File: src/rtl/tmr_pair_pkg.sv
package tmr_pair_pkg;
   localparam int BYTE_W = 8;
   typedef logic [BYTE_W-1:0] byte_t;

   typedef enum logic [1:0] {
      MD_13BIT  = 2'd0,
      MD_16BIT  = 2'd1,
      MD_RELOAD = 2'd2,
      MD_SPLIT  = 2'd3
   } tmode_e;

   // One nibble of the mode byte: [3] gate enable, [2] pin source, [1:0] mode
   typedef struct packed {
      logic   gate_en;
      logic   ext_src;
      tmode_e mode;
   } chcfg_t;

   localparam logic [2:0] A_LO0  = 3'd0;
   localparam logic [2:0] A_HI0  = 3'd1;
   localparam logic [2:0] A_LO1  = 3'd2;
   localparam logic [2:0] A_HI1  = 3'd3;
   localparam logic [2:0] A_MODE = 3'd4;
   localparam logic [2:0] A_CTRL = 3'd5;
endpackage

File: src/rtl/tmr_tick_gen.sv
module tmr_tick_gen #(
   parameter int PRESCALE = 12
) (
   input  logic clk,
   input  logic rst_n,
   output logic mc_tick
);
   localparam int CW = (PRESCALE > 2) ? $clog2(PRESCALE) : 1;
   localparam logic [CW-1:0] LAST = CW'(PRESCALE - 1);
   localparam logic [CW-1:0] STEP = CW'(1);

   logic [CW-1:0] div_q;

   always_ff @(posedge clk or negedge rst_n) begin
      if (!rst_n)              div_q <= '0;
      else if (div_q == LAST)  div_q <= '0;
      else                     div_q <= div_q + STEP;
   end

   assign mc_tick = (div_q == LAST);
endmodule

File: src/rtl/tmr_fall_det.sv
module tmr_fall_det (
   input  logic clk,
   input  logic rst_n,
   input  logic pin,
   output logic fall
);
   logic smp_q, prev_q;

   always_ff @(posedge clk or negedge rst_n) begin
      if (!rst_n) begin
         smp_q  <= 1'b1;
         prev_q <= 1'b1;
      end else begin
         smp_q  <= pin;
         prev_q <= smp_q;
      end
   end

   // one event per high-to-low transition seen on two successive samples
   assign fall = prev_q & ~smp_q;
endmodule

File: src/rtl/tmr_channel.sv
module tmr_channel
   import tmr_pair_pkg::*;
#(
   parameter bit SPLIT_OK   = 1'b0,
   parameter int M0_LO_BITS = 5
) (
   input  logic   clk,
   input  logic   rst_n,
   input  tmode_e mode,
   input  logic   cnt_en,
   input  logic   hi_en,
   input  logic   wr_lo,
   input  logic   wr_hi,
   input  byte_t  wdata,
   output byte_t  lo_q,
   output byte_t  hi_q,
   output logic   ovf_main,
   output logic   ovf_split
);
   localparam int W16 = 2 * BYTE_W;
   localparam byte_t               ONE_B  = byte_t'(1);
   localparam logic [W16-1:0]      ONE_W  = W16'(1);
   localparam logic [M0_LO_BITS-1:0] ONE_M0 = M0_LO_BITS'(1);

   byte_t lo_d, hi_d;
   logic  main_raw, split_raw;
   logic [W16-1:0] wide_nx;

   assign wide_nx = {hi_q, lo_q} + ONE_W;

   always_comb begin
      lo_d      = lo_q;
      hi_d      = hi_q;
      main_raw  = 1'b0;
      split_raw = 1'b0;
      unique case (mode)
         MD_13BIT: if (cnt_en) begin
            lo_d[M0_LO_BITS-1:0] = lo_q[M0_LO_BITS-1:0] + ONE_M0;
            if (&lo_q[M0_LO_BITS-1:0]) begin
               hi_d     = hi_q + ONE_B;
               main_raw = &hi_q;
            end
         end
         MD_16BIT: if (cnt_en) begin
            {hi_d, lo_d} = wide_nx;
            main_raw     = &{hi_q, lo_q};
         end
         MD_RELOAD: if (cnt_en) begin
            if (&lo_q) begin
               lo_d     = hi_q;
               main_raw = 1'b1;
            end else begin
               lo_d = lo_q + ONE_B;
            end
         end
         MD_SPLIT: if (SPLIT_OK) begin
            if (cnt_en) begin
               lo_d     = lo_q + ONE_B;
               main_raw = &lo_q;
            end
            if (hi_en) begin
               hi_d      = hi_q + ONE_B;
               split_raw = &hi_q;
            end
         end
      endcase
      if (wr_lo) lo_d = wdata;
      if (wr_hi) hi_d = wdata;
   end

   // a written byte does not report the overflow it replaced
   assign ovf_main  = main_raw & ~wr_lo & ~((mode != MD_SPLIT) & wr_hi);
   assign ovf_split = split_raw & ~wr_hi;

   always_ff @(posedge clk or negedge rst_n) begin
      if (!rst_n) begin
         lo_q <= '0;
         hi_q <= '0;
      end else begin
         lo_q <= lo_d;
         hi_q <= hi_d;
      end
   end
endmodule

File: src/rtl/tmr_pair_unit.sv
module tmr_pair_unit
   import tmr_pair_pkg::*;
#(
   parameter int PRESCALE   = 12,
   parameter int M0_LO_BITS = 5
) (
   input  logic       clk,
   input  logic       rst_n,
   input  logic       cpu_we,
   input  logic [2:0] cpu_addr,
   input  logic [7:0] cpu_wdata,
   output logic [7:0] cpu_rdata,
   input  logic [1:0] gate_pin,
   input  logic [1:0] cnt_pin,
   input  logic [1:0] irq_ack,
   output logic [1:0] ovf_flag
);
   localparam int NCH = 2;

   if (PRESCALE < 2) begin : g_bad_prescale
      $error("tmr_pair_unit: PRESCALE must be at least 2");
   end
   if (M0_LO_BITS < 1 || M0_LO_BITS > BYTE_W) begin : g_bad_m0
      $error("tmr_pair_unit: M0_LO_BITS must lie in 1..BYTE_W");
   end

   chcfg_t [NCH-1:0] cfg_q;
   logic [NCH-1:0]   run_q, flag_q;
   logic             mc_tick, split_on;
   logic [NCH-1:0]   pin_fall, cnt_en, hi_en, run_eff;
   logic [NCH-1:0]   ovf_main, ovf_split, ovf_set;
   byte_t            lo_q [NCH];
   byte_t            hi_q [NCH];
   logic             wr_mode, wr_ctrl;

   assign split_on = (cfg_q[0].mode == MD_SPLIT);
   assign wr_mode  = cpu_we && (cpu_addr == A_MODE);
   assign wr_ctrl  = cpu_we && (cpu_addr == A_CTRL);

   tmr_tick_gen #(.PRESCALE(PRESCALE)) u_tick (
      .clk(clk), .rst_n(rst_n), .mc_tick(mc_tick)
   );

   for (genvar i = 0; i < NCH; i++) begin : g_ch
      logic src_evt, gate_ok;

      tmr_fall_det u_fall (
         .clk(clk), .rst_n(rst_n), .pin(cnt_pin[i]), .fall(pin_fall[i])
      );

      assign src_evt = cfg_q[i].ext_src ? pin_fall[i] : mc_tick;
      assign gate_ok = ~cfg_q[i].gate_en | gate_pin[i];

      if (i == 0) begin : g_lead
         assign run_eff[i] = run_q[0];
         assign hi_en[i]   = split_on & run_q[1] & mc_tick;
      end else begin : g_follow
         assign run_eff[i] = run_q[i] & ~split_on;
         assign hi_en[i]   = 1'b0;
      end

      assign cnt_en[i] = run_eff[i] & gate_ok & src_evt;

      tmr_channel #(.SPLIT_OK(i == 0), .M0_LO_BITS(M0_LO_BITS)) u_chan (
         .clk      (clk),
         .rst_n    (rst_n),
         .mode     (cfg_q[i].mode),
         .cnt_en   (cnt_en[i]),
         .hi_en    (hi_en[i]),
         .wr_lo    (cpu_we && (cpu_addr == 3'(2*i))),
         .wr_hi    (cpu_we && (cpu_addr == 3'(2*i+1))),
         .wdata    (cpu_wdata),
         .lo_q     (lo_q[i]),
         .hi_q     (hi_q[i]),
         .ovf_main (ovf_main[i]),
         .ovf_split(ovf_split[i])
      );
   end

   // the split high byte reports through flag 1
   assign ovf_set[0] = ovf_main[0];
   assign ovf_set[1] = ovf_main[1] | ovf_split[0];

   always_ff @(posedge clk or negedge rst_n) begin
      if (!rst_n) begin
         cfg_q  <= '0;
         run_q  <= '0;
         flag_q <= '0;
      end else begin
         if (wr_mode) cfg_q <= cpu_wdata;
         if (wr_ctrl) run_q <= cpu_wdata[1:0];
         for (int k = 0; k < NCH; k++) begin
            if (wr_ctrl)         flag_q[k] <= cpu_wdata[2+k];
            else if (ovf_set[k]) flag_q[k] <= 1'b1;
            else if (irq_ack[k]) flag_q[k] <= 1'b0;
         end
      end
   end

   always_comb begin
      unique case (cpu_addr)
         A_LO0:   cpu_rdata = lo_q[0];
         A_HI0:   cpu_rdata = hi_q[0];
         A_LO1:   cpu_rdata = lo_q[1];
         A_HI1:   cpu_rdata = hi_q[1];
         A_MODE:  cpu_rdata = cfg_q;
         A_CTRL:  cpu_rdata = {4'b0000, flag_q, run_q};
         default: cpu_rdata = '0;
      endcase
   end

   assign ovf_flag = flag_q;
endmodule

File: config.mk
export PLATFORM = sky130hd
export DESIGN_NAME = tmr_pair_unit
export DESIGN_NICKNAME = d
export VERILOG_FILES = /design/src/rtl/tmr_pair_pkg.sv /design/src/rtl/tmr_tick_gen.sv /design/src/rtl/tmr_fall_det.sv /design/src/rtl/tmr_channel.sv /design/src/rtl/tmr_pair_unit.sv
export SDC_FILE = /design/constraint.sdc
export NUM_CORES = 1
export LEC_CHECK = 0
export ABC_AREA = 1
export CORE_MARGIN = 2
export CORE_UTILIZATION = 45
export DETAILED_ROUTE_END_ITERATION = 16
export PLACE_DENSITY = 0.66
export SLEW_MARGIN = 20
export SYNTH_ARGS = -nofsm -noshare
export SYNTH_HDL_FRONTEND = slang
export SYNTH_SLANG_ARGS = --single-unit
File: constraint.sdc
create_clock -name clk -period 1.8 [get_ports clk]
set_clock_uncertainty 0.15 [all_clocks]
set_input_delay 0.18 -clock clk [delete_from_list [all_inputs] [get_ports clk]]
set_output_delay 0.18 -clock clk [all_outputs]
set_load 0.01 [all_outputs]
==> impl_metrics.yaml, run 1 <==
yosys:
  synth-edff-count: 0
  yosysMostFrequentCell: "nand2_1"
  synthCells: 661
  synth_seq_cells: 52
  synth.top_cell.area_share_pct: 28.0
  syn_area_um2: 4290
  ys_top_cells_by_area: "dfrtp_1 (28%), nand2_1 (18%), nand3_1 (10%)"
  yosysSeqAreaShare_pct: 30.5
  yosys.area.top_type: "dfrtp_1"
  yosys-top-cells-count: "nand2_1 (209), inv_1 (97), nand3_1 (88), dfrtp_1 (48), nor2_1 (42)"
  ys_types: 36
  syn_nets: 697
  synthFlopType: "dfrtp_1"
  async_flop_share_pct: 100
  yosysWarnings: 0
  syn_area_per_cell_um2: 6.48
timing:
  worst_slack_ns: -0.0462
  worst_pin_slew_ns: 0.456
  setup_viol: 16
  rsz0062_at_grt: "yes"
  min_period_over_period_pct: 103
  max_freq_ghz: 0.542
  finalMaxSlewViolations: 0
  period_minus_slack_ns: 1.85
  setup-tns-final_ns: -0.314
  hold_viol: 0
  max_slew_margin_pct: 69.5
critical_path:
  critPathLaunchType: "flip-flop"
  cp.required_ns: 1.90
  worstSetupPathType: "flip-flop to flip-flop"
  cpMostUsedCell: "nand2_2"
  endpoint: "g_ch[1].u_chan.hi_q[4]$_DFFE_PN0P_"
  cp_slowest_cell: "dfrtp_1"
  rr_worst_depth: 10
  worstPathArrival_ns: 1.94
  reg2reg_slack_ns: -0.05
  reg2reg_from: "g_ch[1].u_chan.lo_q[1]$_DFFE_PN0P_"
  worstSetupEndpointType: "flip-flop"
  path_max_fanout: 8
  r2r_end: "g_ch[1].u_chan.hi_q[4]$_DFFE_PN0P_"
  crit_chain: "ha_2 -> nand2_2 -> nor2_4 -> ha_4 -> inv_2 -> a21oi_2 -> nand2_4 -> nor2_8 -> nand2_2 -> o21ai_2"
  worst_path_largest_cell_delay_ns: 0.38
  crit_path_start: "g_ch[1].u_chan.lo_q[1]$_DFFE_PN0P_"
floorplan:
  ioPinCount: 30
  die_h_um: 102
  die_w_um: 102
  rows: 35
  initial_utilization_pct: 46.4
  core-area_um2: 9240
  dieArea_um2: 10300
run_status:
  status: "finished with violations"
  violations: "negative setup slack"
clock_tree:
  clk_pin_slew_ns: 0.10
  clock_latency_ns: 0.31
  cts_sinks: 52
  clockBufferDepth: 2
  numCtsBuffers: 5
  cts_tree: "done"
  root_buffer: "clkbuf_8"
  htreeDepth: 2
flow_run:
  max_cap_viol_count: 0
drt:
  firstDrtPassIters: 5
  via_per_inst: 5.34
  wl_per_cell_um: 16.1
  drt-initial-drc-count: 341
  post-route-drc-count: 0
  vias: 4873
  ant_nets: 0
  routed_wl_mm: 14.7
grt:
  antenna_found_initial: 0
  met1_usage_pct: 41.4
  grt_max_degree: 53
  grt-busiest-layer: "met2"
  grt_use_met3_pct: 4.97
  grt_pass1_wl_mm: 22.9
  grt_pass1_vias: 4523
  grt_util_met2_pct: 44.8
  grt_overflow: 0
  grt.total_usage_pct: 28.8
final_layout:
  n_antenna_cell: 0
  instances_no_fill: 913
  drive_gt1_share_pct: 28.7
  syn_to_final_growth_pct: 35.4
  n_fill_cell: 847
  nets: 819
place:
  hpwl_mm: 11.3
  post-place-ws_ns: -0.604
  port_buffers: 29
  place_inst: 889
  place.gp.congestion: 0.994
pwr:
  irDropWorstVdd_mv: 0.573
  p_leak_nw: 2.88
  power_density_nw_per_um2: 1100
min_path:
  hp-class: "primary input to flip-flop"
[how the worst min path moves through the flow]
stage | start | end | slack [ns] | depth (start not counted)
floorplan | rst_n | cfg_q[0]$_DFFE_PN0P_ | -0.27 | 0
global placement | rst_n | g_ch[0].u_chan.hi_q[1]$_DFFE_PN0P_ | 0.05 | 2
detailed placement | rst_n | g_ch[0].u_chan.hi_q[1]$_DFFE_PN0P_ | 0.05 | 2
CTS | cnt_pin[1] | g_ch[1].u_fall.smp_q$_DFF_PN1_ | 0.12 | 1
global route | cnt_pin[0] | g_ch[0].u_fall.smp_q$_DFF_PN1_ | 0.12 | 1
finish | cnt_pin[1] | g_ch[1].u_fall.smp_q$_DFF_PN1_ | 0.13 | 1
[what timing repair did]
| action | 4_1_cts | 5_1_grt |
|---|---|---|
| resized for setup | 54 | 75 |
| buffers inserted | 6 | 8 |
| pin swaps | 12 | 22 |
| setup endpoints to repair | 39 | 41 |
| gates cloned | 1 | 0 |
| endpoints found under the hold margin | 52 | 0 |
| hold buffers | 1 | 0 |
[kinds of logic (layout without fill, tap and decap cells)]
group | count (synthesis) | after routing | share of synthesized area [%]
fa+ha+maj | 16 | 16 | 4.67
simple gates | 386 | 387 | 41.2
flops | 52 | 52 | 30.5
xor+xnor | 9 | 9 | 1.84
buf+inv | 113 | 235 | 10.7
compound gates | 85 | 85 | 11.1
[cell usage in the layout, fill, tap and decap left out, types with 7 or more instances in the layout]
| cell | count |
|---|---|
| nand2_1 | 202 |
| inv_1 | 87 |
| buf_4 | 86 |
| nand3_1 | 77 |
| dfrtp_1 | 44 |
| nor2_1 | 34 |
| o21ai_0 | 28 |
| inv_2 | 18 |
| clkdlybuf4s50_1 | 17 |
| nand3_2 | 15 |
| o21ai_1 | 15 |
| nor2_4 | 12 |
| nand2_2 | 12 |
| a21oi_1 | 12 |
| a21oi_2 | 8 |
| nand4_1 | 8 |
| nand2_4 | 7 |
| nor2_2 | 7 |
| xor2_1 | 7 |
| ha_1 | 7 |
[worst max-delay path: cells and delay by family, from the launching register on]
kind	cells	cell delay, ns
simple gates	5	0.59
buf+inv	1	0.03
compound gates	2	0.28
flops	1	0.38
fa+ha+maj	2	0.36
[flip-flops by register name (all words and copies together), names as in the netlist]
register	count
g_ch.u_chan.lo_q	16
g_ch.u_fall.smp_q	2
u_tick.div_q	4
run_q	2
cfg_q	8
g_ch.u_fall.prev_q	2
ovf_flag	2
g_ch.u_chan.hi_q	16
[metal layers]
metal / up-vias / wire [µm]
li1: 2372 / -
met1: 2289 / 6710
met2: 194 / 6640
met3: 18 / 1070
met4: 0 / 276
met5: - / 0
[final cells by class]
cell class / count / area, µm² / share of cell area [%]
clock inverters: 1 / 7.51 / 0.129
multi-input cells: 497 / 2860 / 49.3
inverters: 106 / 403 / 6.95
clock buffers: 7 / 86.3 / 1.49
repair buffers: 121 / 971 / 16.7
flip-flops and latches: 52 / 1310 / 22.6
well taps: 129 / 161 / 2.78
[stage by stage]
stage               cell area, µm²  hold slack [ns]  power (mW)  utilization (%)
global route                  5800            0.118        6.89             62.8
CTS                           5540            0.117        6.10             60.0
global placement              5290           0.0470        5.19             57.3
finish                        5800            0.125        6.41             62.8
detailed placement            5290           0.0499        5.24             57.3
floorplan                     4300           -0.266        3.75                -
[power breakdown]
part           internal, mW  switching [mW]  leakage, nW
registers              1.55           0.411        0.649
clock network         0.314           0.412       0.0445
logic                  1.59            2.14         2.19
Power figures use the tool's default switching activity.
==> run 2, diff against run 1 <==
Settings changed: REMOVE_ABC_BUFFERS set to 1.
==> run 2 against run 1 <==
  * The flow still finishes with violations (negative setup slack)
  * Utilization is 3.2 points higher
  * Sequential share of layout area shrank 1.1 points
  * Sequential power down 3%
  * Sequential cell count unchanged
  * Cell area is 5.0% higher
  * Highest routed layer unchanged
==> impl_metrics.yaml, run 2 (synthesis gave the netlist of run 1 again) <==
critical_path:
  worst_path_largest_cell_delay_ns: 0.43
  path_max_fanout: 8
  cp_slowest_cell: "dfrtp_1"
  crit_chain: "ha_4 -> nand2_4 -> nor2_4 -> ha_4 -> inv_1 -> a21oi_4 -> nand2_4 -> nor2_8 -> nand2_2 -> o21ai_2"
  cp.required_ns: 1.90
  reg2reg_slack_ns: -0.06
  reg2reg_from: "g_ch[1].u_chan.lo_q[0]$_DFFE_PN0P_"
  r2r_end: "g_ch[1].u_chan.hi_q[4]$_DFFE_PN0P_"
  worstPathArrival_ns: 1.97
  rr_worst_depth: 10
  crit_buf_inv: 1
  worstSetupEndpointType: "flip-flop"
  worstSetupPathType: "flip-flop to flip-flop"
  critPathLaunchType: "flip-flop"
  cpLargestDelayFamily: "simple AND/OR/NAND/NOR gates"
grt:
  antenna_found_initial: 0
  grt.total_usage_pct: 30.4
  grt_pass1_vias: 4668
  grt_max_degree: 23
  grt_pass1_wl_mm: 23.8
  grt_overflow: 0
drt:
  vias: 5010
  highest_layer: "met4"
  post-route-drc-count: 0
  drt-initial-drc-count: 456
  wl_met2_mm: 7.24
  via_per_inst: 5.32
  met3_length_um: 965
  routed_wl_mm: 15.6
  firstDrtPassIters: 5
  wl_per_cell_um: 16.5
  ant_nets: 0
  met1_length_mm: 6.57
pwr:
  power_density_nw_per_um2: 1100
  sw_frac_of_total_pct: 46.8
  irDropWorstVdd_mv: 0.534
  clock_power_share_pct: 11.2
  p_int_mw: 3.57
  power_switching_mw: 3.14
  seqPwrFrac_pct: 28.5
  power_frac_comb_pct: 60.3
  p_leak_nw: 3.03
clock_tree:
  cts_tree: "done"
  clk_pin_slew_ns: 0.11
  cts_sinks: 52
  numCtsBuffers: 5
  clock_latency_ns: 0.32
  htreeDepth: 2
  clockBufferDepth: 2
  root_buffer: "clkbuf_8"
timing:
  worst_pin_slew_ns: 0.518
  rsz0062_at_grt: "yes"
  min_period_over_period_pct: 103
  finalMaxSlewViolations: 0
  period_minus_slack_ns: 1.86
  hold_viol: 0
  setup_viol: 20
  worst_slack_ns: -0.0610
  max_slew_margin_pct: 65.4
  hold_ws_ns: 0.105
  max_freq_ghz: 0.537
floorplan:
  core-area_um2: 9240
  dieArea_um2: 10300
  rows: 35
  ioPinCount: 30
  die_w_um: 102
  initial_utilization_pct: 46.4
  die_h_um: 102
place:
  hpwl_mm: 11.7
  port_buffers: 29
  place.gp.congestion: 0.953
  post-place-ws_ns: -0.579
  place_inst: 913
min_path:
  hold_end: "g_ch[1].u_fall.smp_q$_DFF_PN1_"
  hp-class: "primary input to flip-flop"
  whs_path_depth: 1
  hold_path.startpoint: "cnt_pin[1]"
final_layout:
  drive_gt1_share_pct: 32.8
  syn_to_final_growth_pct: 42.2
  final_cell_mix: "nand2_1 (197), buf_4 (108), inv_1 (83), nand3_1 (79), dfrtp_1 (44)"
  nets: 847
  final_common_cell: "nand2_1"
  n_antenna_cell: 0
  top_regs: "g_ch.u_chan.hi_q (16), g_ch.u_chan.lo_q (16), cfg_q (8)"
  instances_no_fill: 941
run_status:
  violations: "negative setup slack"
  status: "finished with violations"
flow_run:
  max_cap_viol_count: 0
-- run 2: worst max-delay path by stage --
stage,startpoint,endpoint,slack (ns),cells after the start
global route,cfg_q[0]$_DFFE_PN0P_,g_ch[1].u_chan.lo_q[5]$_DFFE_PN0P_,-0.17,12
global placement,cpu_addr[0],cpu_rdata[5],-0.54,9
floorplan,g_ch[0].u_chan.lo_q[0]$_DFFE_PN0P_,g_ch[0].u_chan.hi_q[1]$_DFFE_PN0P_,-0.03,10
CTS,cfg_q[1]$_DFFE_PN0P_,g_ch[1].u_chan.hi_q[4]$_DFFE_PN0P_,-0.07,10
finish,g_ch[1].u_chan.lo_q[0]$_DFFE_PN0P_,g_ch[1].u_chan.hi_q[4]$_DFFE_PN0P_,-0.06,10
detailed placement,cpu_addr[0],cpu_rdata[7],-0.58,9
-- run 2: power by group through the flow --
stage	clock network (mW)	registers, mW	logic (mW)
floorplan	0	1.92	1.79
global placement	0	1.89	3.40
detailed placement	0	1.90	3.44
CTS	0.778	1.89	3.74
global route	0.824	1.96	4.41
finish	0.750	1.91	4.04
-- run 2: what timing repair did --
item | in CTS | in global routing
hold buffers | 1 | 0
gates cloned | 2 | 0
pin swaps | 32 | 35
endpoints found under the hold margin | 14 | 0
setup buffers | 13 | 4
setup endpoints to repair | 41 | 42
resized for setup | 88 | 72
-- run 2: layout make-up --
| class | instances | area (µm²) |
|---|---|---|
| clock buffers | 5 | 68.8 |
| flip-flops and latches | 52 | 1310 |
| repair buffers | 148 | 1190 |
| clock inverters | 3 | 27.5 |
| fillers | 834 | 3150 |
| inverters | 106 | 408 |
| multi-input cells | 498 | 2930 |
| well taps | 129 | 161 |
-- run 2: worst register-to-register path, delay by kind of cell (launching register included) --
family	cells	cell delay (ns)
buf+inv	1	0.06
simple gates	5	0.55
flops	1	0.43
compound gates	2	0.29
fa+ha+maj	2	0.33
-- run 2: routing by layer --
| layer | GRT usage (%) | vias up |
|---|---|---|
| li1 | - | 2420 |
| met1 | 40.4 | 2338 |
| met2 | 49.1 | 198 |
| met3 | 3.80 | 54 |
| met4 | 14.1 | 0 |
| met5 | 0 | - |
-- run 2: per-stage QoR --
stage	TNS, ns	instance area, µm²	utilization [%]	total power, mW
global placement	-11.17	5460	59.1	5.29
finish	-0.582	6090	65.9	6.70
detailed placement	-12.63	5460	59.1	5.34
global route	-4.08	6090	65.9	7.19
floorplan	-0.223	4230	-	3.71
CTS	-0.457	5830	63.1	6.40
==> run 3, diff against run 2 <==
Settings changed: CORE_UTILIZATION 45 to 50, PLACE_DENSITY 0.66 to 0.72.
==> run 3 against run 2 <==
  * Critical path depth stayed put
  * Die area down 9.6%
  * The run still ends with negative setup slack left
  * Routed wire length decreased by 2.6%
  * Combinational power is essentially flat
  * Global-route usage is 2.8 points higher
  * Sequential power up 2%
  * Critical path type unchanged
  * Sequential cell count stayed put
  * Utilization grew 8.0 points
  * Register-to-register slack is essentially flat
  * Final cell count down 3.2%
  * Clock power is 1% higher
==> impl_metrics.yaml, run 3 (synthesis gave the netlist of run 1 again) <==
run_status:
  status: "finished with violations"
  violations: "negative setup slack"
pwr:
  sw_frac_of_total_pct: 46.4
  seqPwrFrac_pct: 28.8
  p_leak_nw: 3.03
  power_density_nw_per_um2: 1110
  p_int_mw: 3.62
  power_switching_mw: 3.14
  clock_power_share_pct: 11.3
  irDropWorstVdd_mv: 0.627
  p_total_mw: 6.76
  power_frac_comb_pct: 59.9
final_layout:
  drive_gt1_share_pct: 35.9
  n_fill_cell: 653
  instances_no_fill: 911
  final_cell_mix: "nand2_1 (187), buf_4 (106), inv_1 (82), nand3_1 (65), dfrtp_1 (42)"
  n_antenna_cell: 0
  final_common_cell: "nand2_1"
  final_util_pct: 74.0
  nets: 841
  final_cell_area_um2: 6110
  syn_to_final_growth_pct: 42.6
  top_regs: "g_ch.u_chan.hi_q (16), g_ch.u_chan.lo_q (16), cfg_q (8)"
min_path:
  hold_end: "g_ch[0].u_fall.smp_q$_DFF_PN1_"
  whs_path_depth: 1
  hp-class: "primary input to flip-flop"
  hold_path.startpoint: "cnt_pin[0]"
floorplan:
  dieArea_um2: 9330
  rows: 33
  ioPinCount: 30
  core-area_um2: 8260
  die_h_um: 96.6
  die_w_um: 96.6
  initial_utilization_pct: 51.9
clock_tree:
  htreeDepth: 2
  cts_tree: "done"
  clk_pin_slew_ns: 0.11
  cts_sinks: 52
  root_buffer: "clkbuf_8"
  numCtsBuffers: 5
  clock_latency_ns: 0.32
  clockBufferDepth: 2
critical_path:
  cp.required_ns: 1.91
  rr_worst_depth: 10
  worst_path_largest_cell_delay_ns: 0.37
  cpLargestDelayFamily: "simple AND/OR/NAND/NOR gates"
  worstSetupEndpointType: "flip-flop"
  worstSetupPathType: "flip-flop to flip-flop"
  cp_slowest_cell: "dfrtp_1"
  crit_chain: "ha_2 -> nand2_2 -> nor2_4 -> ha_4 -> o21ai_2 -> a21oi_2 -> nand2_4 -> nor2_8 -> nand3_2 -> nand2_1"
  r2r_end: "g_ch[0].u_chan.hi_q[3]$_DFFE_PN0P_"
  reg2reg_from: "g_ch[0].u_chan.lo_q[0]$_DFFE_PN0P_"
  path_max_fanout: 8
  reg2reg_slack_ns: -0.06
  worstPathArrival_ns: 1.98
  crit_buf_inv: 0
  critPathLaunchType: "flip-flop"
timing:
  setup_viol: 22
  period_minus_slack_ns: 1.86
  max_slew_margin_pct: 69.4
  finalMaxSlewViolations: 0
  rsz0062_at_grt: "yes"
  hold_ws_ns: 0.111
  max_freq_ghz: 0.537
  worst_pin_slew_ns: 0.457
  hold_viol: 0
  setup-tns-final_ns: -0.855
  worst_slack_ns: -0.0627
  min_period_over_period_pct: 103
grt:
  grt_max_degree: 33
  grt_overflow: 0
  grt_pass1_vias: 4702
  grt_pass1_wl_mm: 23.4
  antenna_found_initial: 0
  grt.total_usage_pct: 33.2
flow_run:
  max_cap_viol_count: 0
place:
  hpwl_mm: 11.4
  place_inst: 885
  post-place-ws_ns: -0.586
  port_buffers: 29
  placed_area_um2: 5400
  place.gp.congestion: 1.01
drt:
  ant_nets: 0
  via_per_inst: 5.62
  vias: 5123
  post-route-drc-count: 0
  drt-initial-drc-count: 476
  wl_per_cell_um: 16.6
  firstDrtPassIters: 7
  routed_wl_mm: 15.2
==> run 3: cell types whose count changed in the layout (fill, tap and decap cells not counted), moves of 3 or more <==
cell and change:
nand2_1 -10, nand2_2 +11, o21ai_1 +3, nand3_1 -14
nand3_2 +14, ha_1 -3, clkdlybuf4s15_2 +3, buf_6 -3
ha_2 +5, o21ai_2 -3
==> run 3: cell type report <==
| class | instances | area (µm²) | share of cell area, % |
|---|---|---|---|
| well taps | 105 | 131 | 2.15 |
| flip-flops and latches | 52 | 1310 | 21.5 |
| inverters | 106 | 415 | 6.80 |
| repair buffers | 143 | 1160 | 19.0 |
| multi-input cells | 497 | 2990 | 48.9 |
| clock buffers | 6 | 82.6 | 1.35 |
| clock inverters | 2 | 17.5 | 0.287 |
==> run 3: power by group through the flow <==
| stage | Clock [mW] | Sequential, mW | Combinational [mW] |
|---|---|---|---|
| detailed placement | 0 | 1.92 | 3.41 |
| floorplan | 0 | 1.92 | 1.79 |
| finish | 0.761 | 1.95 | 4.05 |
| global placement | 0 | 1.91 | 3.35 |
| CTS | 0.764 | 1.91 | 3.66 |
| global route | 0.805 | 1.99 | 4.41 |
==> run 3: repair_timing <==
action / 4_1_cts / 5_1_grt
gates cloned: 1 / 0
pin swaps: 25 / 35
setup endpoints to repair: 40 / 39
hold buffers: 1 / 0
setup buffers: 11 / 6
resized for setup: 81 / 101
endpoints found under the hold margin: 48 / 0
==> run 3: worst max path at each step <==
stage	slack (ns)	depth (start not counted)	to	startpoint
6_report	-0.06	10	g_ch[0].u_chan.hi_q[3]$_DFFE_PN0P_	g_ch[0].u_chan.lo_q[0]$_DFFE_PN0P_
5_1_grt	-0.15	9	g_ch[0].u_chan.hi_q[0]$_DFFE_PN0P_	u_tick.div_q[0]$_DFF_PN0_
4_1_cts	-0.07	10	g_ch[0].u_chan.hi_q[2]$_DFFE_PN0P_	g_ch[0].u_chan.lo_q[1]$_DFFE_PN0P_
3_5_place_dp	-0.59	8	cpu_rdata[2]	cpu_addr[0]
3_3_place_gp	-0.55	8	cpu_rdata[0]	cpu_addr[0]
2_1_floorplan	-0.03	10	g_ch[0].u_chan.hi_q[1]$_DFFE_PN0P_	g_ch[0].u_chan.lo_q[0]$_DFFE_PN0P_
==> run 3: layer usage <==
metal  wire (µm)  part of all wire [%]  global-route usage, %  up-vias
met3        1280                   8.4                   5.74       27
met2        7000                    46                   54.2      242
met4         383                   2.5                   9.98        0
met5           0                     0                      0        -
met1        6500                    43                   45.1     2442
li1            -                     -                      -     2412
